### src/rtl/pwm16_pkg.sv
package pwm16_pkg;

  localparam logic [1:0] SEL_CMPA = 2'd0;
  localparam logic [1:0] SEL_CMPB = 2'd1;
  localparam logic [1:0] SEL_CAP  = 2'd2;
  localparam logic [1:0] SEL_CNT  = 2'd3;

  localparam logic [1:0] COM_OFF  = 2'd0;
  localparam logic [1:0] COM_TGL  = 2'd1;
  localparam logic [1:0] COM_NINV = 2'd2;
  localparam logic [1:0] COM_INV  = 2'd3;

  typedef enum logic [2:0] {
    TOP_FIX8  = 3'd0,
    TOP_FIX9  = 3'd1,
    TOP_FIX10 = 3'd2,
    TOP_CAP   = 3'd3,
    TOP_CMPA  = 3'd4
  } top_src_e;

  typedef struct packed {
    logic     run;
    logic     dual;
    top_src_e src;
  } mode_t;

  function automatic mode_t decode_mode(input logic [3:0] m);
    mode_t d;
    d.run  = 1'b1;
    d.dual = m[3];
    d.src  = TOP_FIX8;
    case (m[2:0])
      3'd1:    d.src = TOP_FIX8;
      3'd2:    d.src = TOP_FIX9;
      3'd3:    d.src = TOP_FIX10;
      3'd4:    d.src = TOP_CAP;
      3'd5:    d.src = TOP_CMPA;
      default: d.run = 1'b0;
    endcase
    return d;
  endfunction

endpackage

### src/rtl/pwm16_prescale.sv
module pwm16_prescale #(
  parameter int PRE_W = 10
) (
  input  logic       clk,
  input  logic       rst_n,
  input  logic [2:0] clk_sel,
  output logic       tick
);

  logic [PRE_W-1:0] pre_q, pre_d, mask;
  logic             valid;

  always_comb pre_d = pre_q + PRE_W'(1);

  always_ff @(posedge clk or negedge rst_n) begin
    if (!rst_n) pre_q <= '0;
    else        pre_q <= pre_d;
  end

  always_comb begin
    valid = 1'b1;
    mask  = '0;
    case (clk_sel)
      3'd1:    mask = PRE_W'(0);
      3'd2:    mask = PRE_W'(7);
      3'd3:    mask = PRE_W'(63);
      3'd4:    mask = PRE_W'(255);
      3'd5:    mask = PRE_W'(1023);
      default: valid = 1'b0;
    endcase
    tick = valid && ((pre_q & mask) == mask);
  end

  AST_DIV8_SPACING: assert property (@(posedge clk) disable iff (!rst_n)
    (tick && clk_sel == 3'd2) |=> (!tick || clk_sel != 3'd2));

endmodule

### src/rtl/pwm16_counter.sv
module pwm16_counter #(
  parameter int W = 16
) (
  input  logic         clk,
  input  logic         rst_n,
  input  logic         tick,
  input  logic         run,
  input  logic         dual,
  input  logic [W-1:0] top,
  input  logic         wr_cnt,
  input  logic [W-1:0] wr_val,
  output logic [W-1:0] cnt_q,
  output logic         up_q,
  output logic         blk_q,
  output logic         step,
  output logic         at_top,
  output logic         load_cmp,
  output logic         ovf
);

  localparam logic [W-1:0] ONE = W'(1);

  logic [W-1:0] cnt_d;
  logic         up_d, blk_d;

  always_comb begin
    step     = tick && run && !wr_cnt;
    at_top   = (cnt_q == top);
    cnt_d    = cnt_q;
    up_d     = up_q;
    blk_d    = blk_q;
    ovf      = 1'b0;
    load_cmp = !run;
    if (!run) up_d = 1'b1;
    if (wr_cnt) begin
      cnt_d = wr_val;
      blk_d = 1'b1;
    end else if (step) begin
      blk_d = 1'b0;
      if (!dual) begin
        if (at_top) begin
          cnt_d    = '0;
          ovf      = 1'b1;
          load_cmp = 1'b1;
        end else begin
          cnt_d = cnt_q + ONE;
        end
      end else if (up_q) begin
        if (at_top) begin
          cnt_d    = cnt_q - ONE;
          up_d     = 1'b0;
          load_cmp = 1'b1;
        end else begin
          cnt_d = cnt_q + ONE;
        end
      end else if (cnt_q == '0) begin
        cnt_d = ONE;
        up_d  = 1'b1;
        ovf   = 1'b1;
      end else begin
        cnt_d = cnt_q - ONE;
      end
    end
  end

  always_ff @(posedge clk or negedge rst_n) begin
    if (!rst_n) begin
      cnt_q <= '0;
      up_q  <= 1'b1;
      blk_q <= 1'b0;
    end else begin
      cnt_q <= cnt_d;
      up_q  <= up_d;
      blk_q <= blk_d;
    end
  end

  AST_HOLD_WITHOUT_STEP: assert property (@(posedge clk) disable iff (!rst_n)
    (!step && !wr_cnt) |=> $stable(cnt_q));
  AST_FAST_CLEAR_AT_TOP: assert property (@(posedge clk) disable iff (!rst_n)
    (step && !dual && at_top) |=> (cnt_q == '0));
  AST_WRAP_PAST_TOP: assert property (@(posedge clk) disable iff (!rst_n)
    (step && up_q && !at_top && cnt_q == '1) |=> (cnt_q == '0));
  AST_DUAL_TURN_AT_BOTTOM: assert property (@(posedge clk) disable iff (!rst_n)
    (step && dual && !up_q && cnt_q == '0) |=> (cnt_q == ONE && up_q));

endmodule

### src/rtl/pwm16_chan.sv
module pwm16_chan import pwm16_pkg::*; #(
  parameter int W          = 16,
  parameter bit CAN_TOGGLE = 1'b0
) (
  input  logic         clk,
  input  logic         rst_n,
  input  logic         wr_buf,
  input  logic [W-1:0] wr_val,
  input  logic         load,
  input  logic         step,
  input  logic         dual,
  input  logic         up,
  input  logic         at_top,
  input  logic         blk,
  input  logic [W-1:0] cnt,
  input  logic [1:0]   com,
  output logic [W-1:0] cmp_q,
  output logic         match,
  output logic         wave_q
);

  logic [W-1:0] buf_q, buf_d, cmp_d;
  logic         hit, set_dual, pol, wave_d;

  always_comb begin
    buf_d    = wr_buf ? wr_val : buf_q;
    cmp_d    = load ? buf_q : cmp_q;
    hit      = (cnt == cmp_q) && !blk;
    match    = step && hit;
    set_dual = at_top || (!up && (cnt != '0));
    pol      = (com == COM_INV);
    wave_d   = wave_q;
    case (com)
      COM_OFF: wave_d = 1'b0;
      COM_TGL: begin
        if (!CAN_TOGGLE)   wave_d = 1'b0;
        else if (match)    wave_d = !wave_q;
      end
      default: begin
        if (step) begin
          if (!dual) begin
            if (at_top)   wave_d = !pol;
            else if (hit) wave_d = pol;
          end else if (hit) begin
            wave_d = set_dual ^ pol;
          end
        end
      end
    endcase
  end

  always_ff @(posedge clk or negedge rst_n) begin
    if (!rst_n) begin
      buf_q  <= '0;
      cmp_q  <= '0;
      wave_q <= 1'b0;
    end else begin
      buf_q  <= buf_d;
      cmp_q  <= cmp_d;
      wave_q <= wave_d;
    end
  end

  AST_CMP_ONLY_ON_LOAD: assert property (@(posedge clk) disable iff (!rst_n)
    !load |=> $stable(cmp_q));
  AST_BLOCKED_NO_ACTION: assert property (@(posedge clk) disable iff (!rst_n)
    (step && blk && !at_top && com != COM_OFF) |=> $stable(wave_q));
  AST_OFF_HOLDS_LOW: assert property (@(posedge clk) disable iff (!rst_n)
    (com == COM_OFF) |=> !wave_q);

endmodule

### src/rtl/pwm16_timer.sv
module pwm16_timer import pwm16_pkg::*; #(
  parameter int CNT_W = 16,
  parameter int PRE_W = 10
) (
  input  logic             clk,
  input  logic             rst_n,
  input  logic             wr_en,
  input  logic [1:0]       wr_sel,
  input  logic [CNT_W-1:0] wr_data,
  input  logic [2:0]       clk_sel,
  input  logic [3:0]       mode,
  input  logic [1:0]       com_a,
  input  logic [1:0]       com_b,
  output logic             wave_a,
  output logic             wave_b,
  output logic             ovf_pulse,
  output logic             match_a,
  output logic             match_b
);

  localparam int NCH = 2;

  mode_t            md;
  logic             tick, wr_cnt, step, at_top, load_cmp, up, blk;
  logic [CNT_W-1:0] cap_q, cap_d, top, cnt;
  logic [CNT_W-1:0] cmp_act [NCH];
  logic [1:0]       com_v   [NCH];
  logic [NCH-1:0]   wave_v, match_v;

  always_comb begin
    md       = decode_mode(mode);
    wr_cnt   = wr_en && (wr_sel == SEL_CNT);
    cap_d    = (wr_en && wr_sel == SEL_CAP) ? wr_data : cap_q;
    com_v[0] = com_a;
    com_v[1] = com_b;
    case (md.src)
      TOP_FIX9:  top = CNT_W'(16'h01FF);
      TOP_FIX10: top = CNT_W'(16'h03FF);
      TOP_CAP:   top = cap_q;
      TOP_CMPA:  top = cmp_act[0];
      default:   top = CNT_W'(16'h00FF);
    endcase
  end

  always_ff @(posedge clk or negedge rst_n) begin
    if (!rst_n) cap_q <= '0;
    else        cap_q <= cap_d;
  end

  pwm16_prescale #(.PRE_W(PRE_W)) u_pre (
    .clk     (clk),
    .rst_n   (rst_n),
    .clk_sel (clk_sel),
    .tick    (tick)
  );

  pwm16_counter #(.W(CNT_W)) u_cnt (
    .clk      (clk),
    .rst_n    (rst_n),
    .tick     (tick),
    .run      (md.run),
    .dual     (md.dual),
    .top      (top),
    .wr_cnt   (wr_cnt),
    .wr_val   (wr_data),
    .cnt_q    (cnt),
    .up_q     (up),
    .blk_q    (blk),
    .step     (step),
    .at_top   (at_top),
    .load_cmp (load_cmp),
    .ovf      (ovf_pulse)
  );

  for (genvar ch = 0; ch < NCH; ch++) begin : g_ch
    pwm16_chan #(.W(CNT_W), .CAN_TOGGLE(ch == 0)) u_chan (
      .clk    (clk),
      .rst_n  (rst_n),
      .wr_buf (wr_en && (wr_sel == 2'(ch))),
      .wr_val (wr_data),
      .load   (load_cmp),
      .step   (step),
      .dual   (md.dual),
      .up     (up),
      .at_top (at_top),
      .blk    (blk),
      .cnt    (cnt),
      .com    (com_v[ch]),
      .cmp_q  (cmp_act[ch]),
      .match  (match_v[ch]),
      .wave_q (wave_v[ch])
    );
  end

  assign wave_a  = wave_v[0];
  assign wave_b  = wave_v[1];
  assign match_a = match_v[0];
  assign match_b = match_v[1];

  AST_OVF_ONLY_ON_STEP: assert property (@(posedge clk) disable iff (!rst_n)
    ovf_pulse |-> (tick && md.run));
  AST_CAP_WRITE_TAKES: assert property (@(posedge clk) disable iff (!rst_n)
    (wr_en && wr_sel == SEL_CAP) |=> (cap_q == $past(wr_data)));

endmodule

### config.mk
export PLATFORM = sky130hd
export DESIGN_NAME = pwm16_timer
export DESIGN_NICKNAME = d
export VERILOG_FILES = /design/src/rtl/pwm16_pkg.sv /design/src/rtl/pwm16_prescale.sv /design/src/rtl/pwm16_counter.sv /design/src/rtl/pwm16_chan.sv /design/src/rtl/pwm16_timer.sv
export SDC_FILE = /design/constraint.sdc
export NUM_CORES = 1
export LEC_CHECK = 0
export BUFFER_PORTS_ARGS = -buffer_cell sky130_fd_sc_hd__buf_2
export CAP_MARGIN = 5
export CORE_MARGIN = 3
export CORE_UTILIZATION = 62
export DETAILED_ROUTE_END_ITERATION = 8
export PLACE_DENSITY = 0.92
export SYNTH_ARGS = -nofsm -noshare
export SYNTH_HDL_FRONTEND = slang
export SYNTH_SLANG_ARGS = --single-unit
### constraint.sdc
create_clock -name clk -period 3.5 [get_ports clk]
set_clock_uncertainty 0.05 [all_clocks]
set_input_delay 0.175 -clock clk [delete_from_list [all_inputs] [get_ports clk]]
set_output_delay 0.175 -clock clk [all_outputs]
set_load 0.01 [all_outputs]
* Yosys cells after proc, flatten, opt, wreduce, memory -nomap -nowiden
Index checks and enable logic that the tools add are counted.
** Word-level totals
- Bits in registers :: 110
- Bits in latches :: 0
- RAM bits :: 0
- Bits in read-only memories :: 0
- Output and inout port bits :: 5
- Word-level logic and storage cells :: 125
- Memories :: 0
** Operators by class
- $add $sub $neg :: 3
- Multipliers :: 0
- Divide/modulo/power cells :: 0
- $lt $le $gt $ge :: 0
- Equality and inequality tests :: 28
- Shift operators :: 0
- Mux-type cells :: 45
- Bitwise logic cells :: 3
- Reduce and logical (&&, ||, !) cells :: 35
** Operators by type and width (number)
- $mux 16 :: 7
- $pmux 16 s4 :: 1
- $eq 16x16->1 :: 3
- $pmux 10 s4 :: 1
- $mux 1 :: 34
- $eq 3x2->1 const B :: 6
- $add 16x1->16 const B :: 1
- $logic_not 16->1 :: 1
- $reduce_bool 16->1 :: 1
- $sub 16x1->16 const B :: 1
- $eq 3x3->1 const B :: 5
- $logic_and 1x1->1 :: 12
- $pmux 3 s4 :: 1
- $add 10x1->10 const B :: 1
- $and 10x10->10 :: 1
- $eq 10x10->1 :: 1
- $reduce_or 5->1 :: 2
- $eq 3x1->1 const B :: 3
- $eq 2x2->1 const B :: 4
- $logic_not 1->1 :: 7
- $eq 2x1->1 const B :: 3
- $logic_not 2->1 :: 3
- $reduce_bool 3->1 :: 2
- $ne 4x1->1 const B :: 1
- 10 further kinds :: 12

* Logic depth before layout (Yosys ltp)
- Depth in word-level cells :: 11
- Gate-level depth with buffers :: 11

* Hierarchy
Synthesis repeated with hierarchy kept, for this count alone.
** Second synthesis, totals
- Cell total of the unflattened synthesis :: 543
- Area, all modules :: 6199.7 um^2
** By module, submodules not included
- pwm16_counter :: instances 1, cells each 212, area each 1786.7 um^2, seq. area each 451.7 um^2
- pwm16_chan at g_ch[0].u_chan :: instances 1, cells each 108, area each 1507.7 um^2, seq. area each 825.8 um^2
- pwm16_chan at g_ch[1].u_chan :: instances 1, cells each 105, area each 1490.2 um^2, seq. area each 825.8 um^2
- pwm16_timer :: instances 1, cells each 79, area each 950.9 um^2, seq. area each 400.4 um^2
- pwm16_prescale :: instances 1, cells each 39, area each 464.2 um^2, seq. area each 250.2 um^2

* Least setup slack after synthesis
Ideal clock, no wire load.
- Kind :: reg-to-reg
- Start point :: reg u_cnt.cnt_q[12]
- End point :: reg g_ch[0].u_chan.wave_q
- Setup time :: 0.121 ns
- Arrival time :: 2.331 ns
- Setup slack :: 0.998 ns
- Cell stages (with the launch flop) :: 9
- Path through :: dfrtp_1 clkbuf_1 or4_1 or3_1 nor3_1 nand2b_1 a21oi_1 mux2_1 a22o_1
** On the way
- Word-level cells in the longest chain between the ends :: 8
** RTL lines
- from (decl) :: RTL line pwm16_counter.sv:12 : output logic [W-1:0] cnt_q,
- from (signal assigned) :: RTL line pwm16_counter.sv:72 : cnt_q <= cnt_d;
- $reduce_bool 16->1 :: RTL line pwm16_chan.sv:30 : set_dual = at_top || (!up && (cnt != '0));
- $logic_and 1x1->1 :: RTL line pwm16_chan.sv:30
- $logic_or 1x1->1 :: RTL line pwm16_chan.sv:30
- $xor 1x1->1 :: RTL line pwm16_chan.sv:45 : wave_d = set_dual ^ pol;
- $mux 1 :: RTL line pwm16_chan.sv:44 : end else if (hit) begin
- $mux 1 :: RTL line pwm16_chan.sv:41 : if (!dual) begin
- $mux 1 :: RTL line pwm16_chan.sv:40 : if (step) begin
- $pmux 1 s2 :: RTL line pwm16_chan.sv:33 : case (com)
- to (signal assigned) :: RTL line pwm16_chan.sv:60 : wave_q <= wave_d;
- to (decl) :: RTL line pwm16_chan.sv:19 : output logic wave_q
Several ways; a longest one is shown, not always the timed one. The select of a mux whose other input is x is not followed.
A chain may end at the register's enable or synchronous reset.

* Final worst setup path
- Start point :: reg u_cnt.cnt_q[10]
- End point :: reg g_ch[0].u_chan.wave_q
The elaborated chain is that of the path after synthesis.

==> impl_table.tex <==
\begin{tabular}{lr}
\hline
Metric & Value \\
\hline
\multicolumn{2}{l}{\textbf{Run status}} \\
Result of the run & finished, final reports clean \\
\multicolumn{2}{l}{\textbf{Finish}} \\
Growth of design area from synthesis to finish & 9.196\% \\
Most common cell after layout, fill and taps aside & sky130\_fd\_sc\_hd\_\_dfrtp\_1 \\
Ratio of cells with drive above 1 in the final layout & 22.34\% \\
Commonest cells after routing, fill and taps aside & sky130\_fd\_sc\_hd\_\_dfrtp\_1, sky130\_fd\_sc\_hd\_\_mux2\_2, sky130\_fd\_sc\_hd\_\_xor2\_1 \\
Layout Nets & 671 \\
Multi-input combinational cell area & 3420 µm² \\
Register cell area after layout & 2754 µm² \\
Number of filler cells placed in the layout & 720 \\
\multicolumn{2}{l}{\textbf{Synthesis}} \\
Async SR Flop Fraction & 100.0\% \\
Register bit count reported by yosys & 110 \\
Post-synthesis instance total & 600 \\
Register area share after synthesis & 43.06\% \\
Post-Synthesis Mean Instance Area & 10.66 µm² \\
Main flop type after synthesis & sky130\_fd\_sc\_hd\_\_dfrtp\_1 \\
Number of synthesized flops with an enable pin & 0 \\
Syn Nets & 636 \\
Number of unique standard cell types used by synthesis & 63 \\
Syn. warnings & 0 \\
Netlist area before placement & 6395 µm² \\
\multicolumn{2}{l}{\textbf{Global routing}} \\
Initial antenna violation count & 0 \\
Overflow left after global routing & 0 \\
First-pass GRT wire length & 26.77 mm \\
Via count of the first global-routing pass & 5123 \\
GR Util All Layers & 30.16\% \\
Largest net degree at the start of global routing & 56 \\
\multicolumn{2}{l}{\textbf{Timing}} \\
Count of endpoints failing setup in the final report & 0 \\
Slew at the pin closest to its max-slew limit & 1.019 ns \\
Worst slew margin relative to its limit & 31.88\% \\
Aggregate negative setup slack & 0 ns \\
Period utilization & 93.74\% \\
Number of max-slew violations in the final report & 0 \\
Highest Clock Rate & 0.3048 GHz \\
RSZ-0062 raised after global routing & no \\
Final period demand of the worst path & 3.281 ns \\
Final Hold Vio Count & 0 \\
Hold slack & 0.02113 ns \\
\multicolumn{2}{l}{\textbf{Floorplanning}} \\
Die W & 107.6 µm \\
Die area & 11570 µm² \\
Height of the die & 107.6 µm \\
Initial Util & 64.53\% \\
Num rows & 36 \\
Core outline area & 9910 µm² \\
Count of boundary I/O pins & 37 \\
\multicolumn{2}{l}{\textbf{Clock tree}} \\
Setup Fix Bufs, Post-CTS & 0 \\
Clk Tree Root Cell & sky130\_fd\_sc\_hd\_\_clkbuf\_8 \\
TritonCTS clock tree & done \\
Clock slew seen by the registers of the worst setup and hold paths & 0.11 ns \\
Worst-skew pair later-pin latency & 0.40 ns \\
Clock sinks & 110 \\
Number of H-tree branching levels & 3 \\
Number of buffers on the longest clock path & 2 \\
Cts bufs inserted & 9 \\
\multicolumn{2}{l}{\textbf{Detailed routing}} \\
Number of vias per cell & 6.588 \\
Post-detailed-route count of antenna-violating nets & 0 \\
First DRT Iteration DRCs & 550 \\
Routed length per placed instance & 21.57 µm \\
Total vias in the final route & 5099 \\
Router iterations before antenna repair & 8 \\
Total detailed-routing wirelength & 16.70 mm \\
Remaining DRCs & 0 \\
\multicolumn{2}{l}{\textbf{Critical path}} \\
Logic depth of the worst register-to-register path & 8 \\
Data arrival time at the worst-slack endpoint & 3.52 ns \\
Worst EP required & 3.74 ns \\
Kind of critical path & reg -> reg \\
Capturing element type of the critical path & flop \\
Critical Path Source Type & flop \\
Critical path fanouts, max & 12 \\
\multicolumn{2}{l}{\textbf{Worst hold path}} \\
HP Class & in -> reg \\
Instance count along the most critical hold path & 2 \\
\multicolumn{2}{l}{\textbf{Power and ir drop}} \\
P\_sw & 1.250 mW \\
Largest voltage drop on the vdd net & 0.3978 mV \\
Switching part of the total power & 35.07\% \\
Internal Pwr Total & 2.314 mW \\
Proportion of power drawn by flip-flops and latches & 50.1\% \\
Pwr per Cell Area & 510.5 nW/µm² \\
Clock network fraction of total power & 22.6\% \\
Leakage power summed over all cells & 2.987 nW \\
Combinational share of power & 27.3\% \\
\multicolumn{2}{l}{\textbf{Placed design}} \\
DP Wirelength & 12.14 mm \\
Routability-driven placement congestion ratio & 0.9314 \\
Number of buffer cells added on primary ports & 36 \\
\multicolumn{2}{l}{\textbf{Job}} \\
Max-cap violations & 0 \\
\hline
\end{tabular}
cell type report:
| class | instances | share of cell area [%] |
|---|---|---|
| inverter | 13 | 0.6988 |
| tap | 133 | 2.383 |
| clock buffer | 9 | 1.774 |
| antenna | 1 | 0.03584 |
| sequential | 110 | 39.44 |
| multi-input combinational | 440 | 48.97 |
| clock inverter | 7 | 1.218 |
| timing repair buffer | 61 | 5.483 |
Yosys cell counts (9+ instances only):
cell type,instances,area (µm²)
sky130_fd_sc_hd__nor2_1,27,101.4
sky130_fd_sc_hd__o211ai_1,10,75.07
sky130_fd_sc_hd__a21oi_1,22,110.1
sky130_fd_sc_hd__xor2_1,40,350.3
sky130_fd_sc_hd__a31oi_1,9,56.30
sky130_fd_sc_hd__dfrtp_1,109,2728
sky130_fd_sc_hd__mux2i_1,19,190.2
sky130_fd_sc_hd__o21ai_0,15,75.07
sky130_fd_sc_hd__nor4_1,14,87.58
sky130_fd_sc_hd__nand2_1,32,120.1
sky130_fd_sc_hd__mux2_1,31,349.1
sky130_fd_sc_hd__nor3_1,28,140.1
sky130_fd_sc_hd__and3_1,16,100.1
sky130_fd_sc_hd__inv_1,12,45.04
sky130_fd_sc_hd__nand3_1,18,90.09
sky130_fd_sc_hd__clkbuf_1,23,86.33
sky130_fd_sc_hd__mux2_2,51,574.3
sky130_fd_sc_hd__xnor2_1,13,113.9
final timing paths:
kind | start | endpoint | slack [ns]
min in group asynchronous | rst_n | u_cnt.cnt_q[3] | 0.30
min reg2reg | u_pre.pre_q[0] | u_pre.pre_q[0] | 0.43
max | u_cnt.cnt_q[10] | g_ch[0].u_chan.wave_q | 0.22
max in group asynchronous | rst_n | u_pre.pre_q[6] | 2.20
max reg2reg | u_cnt.cnt_q[10] | g_ch[0].u_chan.wave_q | 0.22
min | wr_data[1] | cap_q[1] | 0.02
power by group through the flow:
| stage | clock, mW | sequential (mW) | combinational, mW |
|---|---|---|---|
| final | 0.806 | 1.79 | 0.973 |
| after global routing | 0.867 | 1.81 | 1.05 |
| after CTS | 0.820 | 1.77 | 0.959 |
| after detailed placement | 0 | 1.80 | 0.947 |
| after global placement | 0 | 1.78 | 0.898 |
| after floorplan | 0 | 1.66 | 0.760 |
registers in the layout, indices dropped and copies added, names as in the netlist:
name / cells
cap_q: 16
u_cnt.cnt_q: 16
u_pre.pre_q: 10
g_ch.u_chan.buf_q: 32
g_ch.u_chan.wave_q: 2
u_cnt.up_q: 1
g_ch.u_chan.cmp_q: 32
u_cnt.blk_q: 1
kinds of logic (layout without fill, tap and decap cells):
kind of cell	Yosys count	count (layout)	share of synthesized area, %
simple gates	183	183	16.92
other cells	0	1	0
xor+xnor	53	53	7.259
fa+ha+maj	4	4	0.7827
compound gates	99	99	10.86
buf+inv	50	90	3.698
flops	110	110	43.06
mux	101	101	17.41
layer usage:
layer	vias to the layer above	global-route usage [%]	wire, µm
li1	2266	-	-
met1	2508	39.44	6701
met2	269	49.29	8102
met3	56	6.419	1385
met4	0	11.63	510
met5	-	0	0
critical path, cell delays in order (launching register included):
cell	delay, ns
sky130_fd_sc_hd__dfrtp_1	0.56
sky130_fd_sc_hd__or4_1	0.60
sky130_fd_sc_hd__or3_1	0.38
sky130_fd_sc_hd__nor3_2	0.27
sky130_fd_sc_hd__nand2b_1	0.21
sky130_fd_sc_hd__a21oi_1	0.08
sky130_fd_sc_hd__mux2_1	0.30
sky130_fd_sc_hd__a22o_1	0.17
sky130_fd_sc_hd__dlygate4sd3_1	0.55
per-stage QoR:
step,cells,power [mW],setup slack [ns],util (%),cell area (µm²)
after floorplan,600,2.416,0.9980,-,6395
after global placement,752,2.674,0.5573,67.73,6711
after detailed placement,752,2.744,0.3987,67.73,6711
after CTS,773,3.554,0.05316,70.34,6970
after global routing,773,3.729,0.02535,70.44,6980
final,774,3.565,0.2191,70.47,6983
repair_timing:
| action | CTS | global route |
|---|---|---|
| endpoints found under the hold margin | 56 | 0 |
| hold buffers | 5 | 0 |
| gates resized for setup | 0 | 2 |
| setup endpoints to repair | 0 | 1 |
No activity file was read; power rests on OpenSTA's default activity.
